==> config.mk <==
export PLATFORM = sky130hd
export DESIGN_NAME = sram_strobe_ctrl
export DESIGN_NICKNAME = d
export VERILOG_FILES = /design/src/rtl/sram_strobe_pkg.sv /design/src/rtl/sram_strobe_fsm.sv /design/src/rtl/sram_strobe_dp.sv /design/src/rtl/sram_strobe_ctrl.sv
export SDC_FILE = /design/constraint.sdc
export NUM_CORES = 1
export LEC_CHECK = 0
export ABC_AREA = 1
export BUFFER_PORTS_ARGS = -buffer_cell sky130_fd_sc_hd__buf_4
export CORE_MARGIN = 10
export CORE_UTILIZATION = 45
export DETAILED_ROUTE_END_ITERATION = 10
export GPL_TIMING_DRIVEN = 0
export PLACE_DENSITY = 0.84
export SLEW_MARGIN = 20
export SYNTH_ARGS = -nofsm -noshare
export SYNTH_HDL_FRONTEND = slang
export SYNTH_SLANG_ARGS = --single-unit
==> constraint.sdc <==
create_clock -name clk -period 1.6 [get_ports clk]
set_clock_uncertainty 0.15 [all_clocks]
set_input_delay 0.24 -clock clk [delete_from_list [all_inputs] [get_ports clk]]
set_output_delay 0.24 -clock clk [all_outputs]
set_load 0.05 [all_outputs]
==> src/rtl/sram_strobe_pkg.sv <==
package sram_strobe_pkg;

  // Cycles needed to cover ns at clkNs per cycle, at least one.
  function automatic int cyclesFor(input int ns, input int clkNs);
    int c;
    c = (ns + clkNs - 1) / clkNs;
    return (c < 1) ? 1 : c;
  endfunction

  function automatic int maxOf(input int a, input int b);
    return (a > b) ? a : b;
  endfunction

  typedef enum logic [1:0] {
    ST_IDLE = 2'd0,
    ST_TURN = 2'd1,
    ST_READ = 2'd2,
    ST_WRITE = 2'd3
  } ctrlStateT;

  typedef struct packed {
    logic sel;      // RAM selected
    logic oe;       // output enable asserted
    logic we;       // write enable asserted
    logic drive;    // controller drives the data bus
    logic capture;  // sample read data this edge
    logic accept;   // request accepted this edge
  } strobeT;

endpackage

==> src/rtl/sram_strobe_fsm.sv <==
module sram_strobe_fsm
  import sram_strobe_pkg::*;
#(
  parameter int CLK_NS    = 10,
  parameter int T_CYC_NS  = 55,
  parameter int T_ACC_NS  = 55,
  parameter int T_OEA_NS  = 30,
  parameter int T_WP_NS   = 45,
  parameter int T_AW_NS   = 50,
  parameter int T_DS_NS   = 25,
  parameter int T_HIZ_NS  = 20
) (
  input  logic   clk,
  input  logic   rst,
  input  logic   reqValid,
  input  logic   reqWrite,
  output logic   ready,
  output strobeT strb
);

  localparam int RD_CYC   = maxOf(maxOf(cyclesFor(T_ACC_NS, CLK_NS), cyclesFor(T_OEA_NS, CLK_NS)),
                                  cyclesFor(T_CYC_NS, CLK_NS));
  localparam int WR_CYC   = maxOf(maxOf(cyclesFor(T_WP_NS, CLK_NS), cyclesFor(T_AW_NS, CLK_NS)),
                                  maxOf(cyclesFor(T_DS_NS, CLK_NS), cyclesFor(T_CYC_NS, CLK_NS)));
  localparam int TURN_CYC = cyclesFor(T_HIZ_NS, CLK_NS);
  localparam int MAX_CYC  = maxOf(maxOf(RD_CYC, WR_CYC), TURN_CYC);
  localparam int CNT_W    = $clog2(MAX_CYC + 1);

  ctrlStateT state;
  logic [CNT_W-1:0] cnt;
  logic lastRead;
  logic acceptNow;

  assign acceptNow = reqValid && (state == ST_IDLE);
  assign ready     = (state == ST_IDLE);

  always_ff @(posedge clk) begin
    if (rst) begin
      state    <= ST_IDLE;
      cnt      <= '0;
      lastRead <= 1'b0;
    end else begin
      unique case (state)
        ST_IDLE: if (acceptNow) begin
          if (!reqWrite) begin
            state <= ST_READ;
            cnt   <= CNT_W'(RD_CYC - 1);
          end else if (lastRead) begin
            state <= ST_TURN;
            cnt   <= CNT_W'(TURN_CYC - 1);
          end else begin
            state <= ST_WRITE;
            cnt   <= CNT_W'(WR_CYC - 1);
          end
        end
        ST_TURN: if (cnt == '0) begin
          state <= ST_WRITE;
          cnt   <= CNT_W'(WR_CYC - 1);
        end else begin
          cnt <= cnt - 1'b1;
        end
        ST_READ: if (cnt == '0) begin
          state    <= ST_IDLE;
          lastRead <= 1'b1;
        end else begin
          cnt <= cnt - 1'b1;
        end
        ST_WRITE: if (cnt == '0) begin
          state    <= ST_IDLE;
          lastRead <= 1'b0;
        end else begin
          cnt <= cnt - 1'b1;
        end
        default: state <= ST_IDLE;
      endcase
    end
  end

  always_comb begin
    strb.sel     = (state == ST_READ) || (state == ST_WRITE);
    strb.oe      = (state == ST_READ);
    strb.we      = (state == ST_WRITE);
    strb.drive   = (state == ST_WRITE);
    strb.capture = (state == ST_READ) && (cnt == '0);
    strb.accept  = acceptNow;
  end

  // accepted request makes the controller busy next cycle
  a_r8_busy_after_accept: assert property (@(posedge clk) disable iff (rst)
    (reqValid && ready) |=> !ready);

  // a write entered straight from idle never follows a read
  a_r6_turn_before_drive: assert property (@(posedge clk) disable iff (rst)
    ($rose(strb.we) && $past(state) == ST_IDLE) |-> !$past(lastRead));

  // output enable never overlaps bus drive or write
  a_r10_no_contention: assert property (@(posedge clk) disable iff (rst)
    (strb.drive || strb.we) |-> !strb.oe);

  // one edge of reset leaves the controller idle
  a_r9_reset_idle: assert property (@(posedge clk)
    $past(rst) |-> (state == ST_IDLE && !strb.sel));

endmodule

==> src/rtl/sram_strobe_dp.sv <==
module sram_strobe_dp
  import sram_strobe_pkg::*;
#(
  parameter int ADDR_W = 18,
  parameter int DATA_W = 8
) (
  input  logic              clk,
  input  logic              rst,
  input  strobeT            strb,
  input  logic [ADDR_W-1:0] reqAddr,
  input  logic [DATA_W-1:0] reqWdata,
  input  logic [DATA_W-1:0] ramDataIn,
  output logic [ADDR_W-1:0] addrReg,
  output logic [DATA_W-1:0] dataReg,
  output logic [DATA_W-1:0] rdData,
  output logic              rdValid
);

  always_ff @(posedge clk) begin
    if (rst) begin
      addrReg <= '0;
      dataReg <= '0;
      rdData  <= '0;
      rdValid <= 1'b0;
    end else begin
      if (strb.accept) begin
        addrReg <= reqAddr;
        dataReg <= reqWdata;
      end
      if (strb.capture) rdData <= ramDataIn;
      rdValid <= strb.capture;
    end
  end

  // address pins hold while the RAM stays selected
  a_r7_addr_stable: assert property (@(posedge clk) disable iff (rst)
    (strb.sel && $past(strb.sel)) |-> $stable(addrReg));

  // write data holds through the write pulse
  a_r5_data_stable: assert property (@(posedge clk) disable iff (rst)
    (strb.we && $past(strb.we)) |-> $stable(dataReg));

  // read data valid is a single-cycle pulse
  a_r4_valid_pulse: assert property (@(posedge clk) disable iff (rst)
    rdValid |=> !rdValid);

endmodule

==> src/rtl/sram_strobe_ctrl.sv <==
module sram_strobe_ctrl
  import sram_strobe_pkg::*;
#(
  parameter int ADDR_W = 18,
  parameter int DATA_W = 8,
  parameter int CLK_NS = 10
) (
  input  logic              clk,
  input  logic              rst,
  input  logic              reqValid,
  input  logic              reqWrite,
  input  logic [ADDR_W-1:0] reqAddr,
  input  logic [DATA_W-1:0] reqWdata,
  output logic              ready,
  output logic              rdValid,
  output logic [DATA_W-1:0] rdData,
  output logic [ADDR_W-1:0] ramAddr,
  output logic              ramSelN,
  output logic              ramSel,
  output logic              ramOeN,
  output logic              ramWeN,
  output logic [DATA_W-1:0] ramDataOut,
  output logic              ramDataDrive,
  input  logic [DATA_W-1:0] ramDataIn
);

  strobeT strb;

  sram_strobe_fsm #(.CLK_NS(CLK_NS)) ctrl (
    .clk(clk), .rst(rst), .reqValid(reqValid), .reqWrite(reqWrite),
    .ready(ready), .strb(strb)
  );

  sram_strobe_dp #(.ADDR_W(ADDR_W), .DATA_W(DATA_W)) path (
    .clk(clk), .rst(rst), .strb(strb), .reqAddr(reqAddr), .reqWdata(reqWdata),
    .ramDataIn(ramDataIn), .addrReg(ramAddr), .dataReg(ramDataOut),
    .rdData(rdData), .rdValid(rdValid)
  );

  assign ramSelN      = !strb.sel;
  assign ramSel       = strb.sel;
  assign ramOeN       = !strb.oe;
  assign ramWeN       = !strb.we;
  assign ramDataDrive = strb.drive;

  // RAM only selected while the controller is busy
  a_r2_sel_only_busy: assert property (@(posedge clk) disable iff (rst)
    (!ramSelN && ramSel) |-> !ready);

endmodule

After elaboration in Yosys (flattened, before gate mapping). Cells that the tools add are included.

Register bits: 41. Input bits: 38. Output and inout port bits: 41. Logic and storage cells: 45.

$add $sub $neg: 1. Equal/unequal tests: 9. Multiplexer cells: 15. Reduce and logical (&&, ||, !) cells: 13.

Operators by type and width (count): 2-to-1 mux 3 bit (5); 2-to-1 mux 2 bit (5); inequality test 2 x 1 -> 1 bit (second input constant) (5); one-hot mux 3 bit (3 select lines) (1); one-hot mux 2 bit (3 select lines) (1); AND reduction 3 bit (2); == test 2 bit (second input constant) (2); zero test 1 bit (3); zero test 3 bit (1); subtractor 3 x 1 -> 3 bit (second input constant) (1); == test 2 x 1 -> 1 bit (second input constant) (1); logical AND 1 bit (2); zero test 2 bit (1); 2-to-1 mux 1 bit (2); inequality test 2 bit (second input constant) (1); one-hot mux 1 bit (2 select lines) (1); AND reduction 2 bit (1); nonzero test 2 bit (1); OR reduction 2 bit (1); logical OR 1 bit (1).

Longest topological paths before layout.
Word-level depth: 4. Mapped depth: 8.

Hierarchy. From an unflattened synthesis, not the netlist that was laid out.

Cell total of the unflattened synthesis: 282. Area, all modules: 1988.2 µm².

By module, submodules not included: sram_strobe_dp (times used 1, cells an instance 219, area each 1605.3 µm², sequential area each 700.7 µm²); sram_strobe_fsm (times used 1, cells an instance 60, area each 371.6 µm², sequential area each 120.1 µm²); sram_strobe_ctrl (times used 1, cells an instance 3, area each 11.3 µm², sequential area each 0.0 µm²).

Least setup slack after synthesis. No wires, ideal clock.

Kind: flip-flop to output port. Start: register ctrl.state[1]. End: output port ramDataDrive. Arrival time: 1.253 ns. Required time: 1.210 ns. Slack: -0.043 ns. Cell stages (with the launch flop): 3. Path buffers: 0. Path through: dfxtp_1 > nand2_1 > inv_1.

Longest elaborated chain between the ends: 1.

Ends and longest elaborated chain: start: declaration (line sram_strobe_fsm.sv:29) `ctrlStateT state;`; start signal: assignment (line sram_strobe_fsm.sv:39) `state <= ST_IDLE;`; start signal: assignment (line sram_strobe_fsm.sv:46) `state <= ST_READ;`; start signal: assignment (line sram_strobe_fsm.sv:49) `state <= ST_TURN;`; == test 2 bit (line sram_strobe_fsm.sv:83) `strb.drive = (state == ST_WRITE);`; end: declaration (line sram_strobe_ctrl.sv:23) `output logic ramDataDrive,`.

Every way passes these cells.

Final worst setup path.
Start: register ctrl.state[1]. End: output port ready.

Longest elaborated chain between the ends: 1.

Ends and longest elaborated chain: zero test 2 bit (line sram_strobe_fsm.sv:35) `assign ready = (state == ST_IDLE);`; end: declaration (line sram_strobe_ctrl.sv:14) `output logic ready,`.

Every way passes these cells.

==> results.py <==
metrics = {
    "worst_setup_path": {
        "regToRegSetupSlack_ps": 60,
        "r2r-end": "path.rdData[7]$_SDFFE_PP0P_",
        "required_ps": 1210,
        "crit_type": "reg -> out",
        "reg2reg_depth": 7,
        "critPathBufInv": 1,
        "crit_chain": "nor2_4 > buf_4",
        "cp_slowest_stage_delay_ps": 400,
        "cp-startpoint": "ctrl.state[1]$_SDFFE_PP0P_",
        "worstPathArrival_ps": 1150,
        "worstReg2RegStart": "ctrl.cnt[0]$_SDFFE_PP0P_",
        "crit_fanout": 7,
        "critPathTopFamily": "flip-flops",
        "setup.worst_path.end_class": "output pin",
        "slowest_stage": "dfxtp_4",
        "cp-start-kind": "register",
    },
    "global_route": {
        "grt_pass1_vias": 1746,
        "grt_pass1_wl_um": 8135,
        "grt_max_degree": 14,
        "gr-total-overflow": 0,
        "grtUsageTotal": 0.1593,
        "antenna_found_initial": 0,
    },
    "finish": {
        "antenna_cells": 0,
        "finalNetCount": 361,
        "finalInstanceArea_um2": 2597,
        "area_delta_synth_final_pct": 63.08,
        "layout-drive-gt1-share": 0.3416,
        "finish.utilization": 0.7663,
    },
    "timing": {
        "fmax_mhz": 648.9,
        "hold_violations": 2,
        "finalMaxSlewViolations": 0,
        "layout_setup_ws_ps": 58.83,
        "maxSlewHeadroom": 0.7335,
        "worst_pin_slew_ps": 399.8,
        "finalSetupViolCount": 0,
        "min_period_over_period": 0.9632,
        "hold_slack_ps": -1.770,
        "post-route-min-period_ps": 1541,
    },
    "hold_path": {
        "min_to": "path.addrReg[15]$_SDFFE_PP0P_",
        "hold_start": "reqAddr[15]",
        "min_path_type": "in -> reg",
        "worstHoldPathCells": 3,
    },
    "place": {
        "dp_hpwl_um": 3480,
        "place_area_um2": 2240,
        "place_congestion": 0.8475,
        "preCtsSetupSlack_ps": 104.3,
        "io_buffers": 78,
    },
    "power_and_ir_drop": {
        "peakVddDrop_mv": 1.300,
        "power_frac_seq": 0.314,
        "p_int_uw": 2441,
        "combPwrFrac": 0.572,
        "p_leak_uw": 0.001255,
        "netSwitchingPower_uw": 2461,
        "p_clk_frac": 0.114,
        "p_per_area_nw_per_um2": 1887,
        "sw_frac_of_total": 0.5020,
    },
    "clocking": {
        "clock_latency_ps": 350,
        "clkTransAtPathRegs_ps": 130,
        "cts.sinks": 41,
        "cts_tree": "done",
        "clockBufferDepth": 2,
        "numCtsBuffers": 5,
        "cts_root_buf": "clkbuf_4",
        "htreeDepth": 2,
    },
    "die": {
        "rows": 21,
        "die_w_um": 79.50,
        "dieHeight_um": 79.50,
        "core_area_um2": 3390,
        "dieArea_um2": 6319,
        "initial_utilization": 0.4699,
        "pin_count": 79,
    },
    "synth": {
        "yosysSeqAreaShare": 0.5153,
        "synthFlopType": "dfxtp_1",
        "synth_edf_count": 0,
        "ys_ff_latch": 41,
        "yosysUniqueCellTypes": 20,
        "syn_area_per_cell_um2": 7.695,
        "synth_warnings": 0,
        "async_flop_share": 0,
        "syn-num-nets": 247,
        "synth_area_um2": 1593,
        "syn_inst": 207,
    },
    "status": {
        "failed_checks": "hold timing",
        "outcome": "finished, violations left",
    },
    "routing": {
        "wire_per_inst_um": 14.10,
        "drc": 0,
        "vias_per_cell": 4.639,
        "first_pass_iters": 4,
        "wirelength_um": 5188,
        "drtIter0Drc": 117,
        "antenna_left": 0,
        "vias": 1707,
    },
    "job": {
        "maxCapViolCount": 0,
    },
}
-- metrics by stage --
step                      std cells  hold WS [ps]  setup TNS [ps]  total power [µW]
after global routing            368         9.662          -11.17              5214
final                           368        -1.770               0              4902
after floorplan                 207         159.1               0              3489
after detailed placement        331         276.3               0              4272
after CTS                       366        0.9068               0              4871
after global placement          331         275.9               0              4230
-- metal layers --
metal	wire [µm]	track usage	share of wire	up-vias
met3	419	0.05293	0.081	11
li1	-	-	-	879
met2	2618	0.2767	0.50	61
met5	0	0	0	-
met4	113	0.06272	0.022	0
met1	2037	0.1739	0.39	756
-- cells in the final DEF, fill, tap and decap left out, types with 2 or more instances in the layout --
master and count:
clkbuf_1 3, buf_4 81, nor2_4 2, dlygate4sd3_1 28
nand2_1 19, buf_6 2, ha_1 2, nor2_2 10
o21ai_0 22, inv_1 10, dfxtp_1 39, clkbuf_4 5
a21oi_1 4, o21ai_1 13, nand3_1 3, nor2_1 67
-- flip-flops by register name (all words and copies together) (netlist names) --
register       flops
path.dataReg       8
ctrl.cnt           3
path.addrReg      18
ctrl.state         2
ctrl.lastRead      1
path.rdData        8
path.rdValid       1
-- final cells by class --
cell class | instances | area [µm²]
fill | 245 | 792.0
clock inverter | 2 | 13.76
tap | 46 | 57.56
buffer | 8 | 52.55
inverter | 13 | 55.05
timing repair buffer | 107 | 873.3
sequential | 41 | 825.8
multi-input combinational | 145 | 668.1
clock buffer | 6 | 51.30
-- worst register-to-register path: cells and delay by family (launching register included) --
kind / cells / cell delay (ps)
flops: 1 / 350
fa+ha+maj: 1 / 220
simple gates: 3 / 280
buf+inv: 2 / 240
compound gates: 1 / 200
-- how the worst max path moves through the flow --
stage                                  end  slack [ps]  cells past startpoint
2_1_floorplan                 ramDataDrive           2                      2
4_1_cts                       ramDataDrive          20                      3
3_3_place_gp   path.rdData[7]$_SDFFE_PP0P_         140                      5
3_5_place_dp   path.rdData[7]$_SDFFE_PP0P_         100                      5
5_1_grt        path.rdData[1]$_SDFFE_PP0P_          -8                      7
6_report                             ready          60                      2
-- synth_stat cells (2+ instances only) --
cell / count / area share
o21ai_0: 22 / 0.069
buf_4: 2 / 0.0094
inv_1: 11 / 0.026
nor2_4: 2 / 0.014
buf_6: 2 / 0.014
nand3_1: 3 / 0.0094
o21ai_1: 13 / 0.041
dfxtp_1: 41 / 0.52
clkbuf_1: 3 / 0.0071
ha_1: 2 / 0.016
nor2_2: 10 / 0.039
nand2_1: 19 / 0.045
a21oi_1: 4 / 0.013
nor2_1: 67 / 0.16
-- power groups by stage --
stage / sequential, µW / combinational [µW] / clock [µW]
finish: 1540 / 2810 / 557
global route: 1570 / 3040 / 606
CTS: 1530 / 2780 / 559
detailed placement: 1550 / 2730 / 0
global placement: 1530 / 2700 / 0
floorplan: 2400 / 1090 / 0
-- logic make-up after synthesis --
kind of cell / synth area share
simple gates: 0.2812
flops: 0.5153
compound gates: 0.1225
buf+inv: 0.06519
fa+ha+maj: 0.01571
-- what timing repair did --
| action | 4_1_cts | 5_1_grt |
|---|---|---|
| setup endpoints to repair | 4 | 11 |
| gates resized for setup | 1 | 2 |
| setup buffers | 0 | 1 |
| hold endpoints to repair | 29 | 1 |
| pin swaps | 0 | 1 |
| hold buffers | 27 | 1 |
No activity file was read; power rests on OpenSTA's default activity.
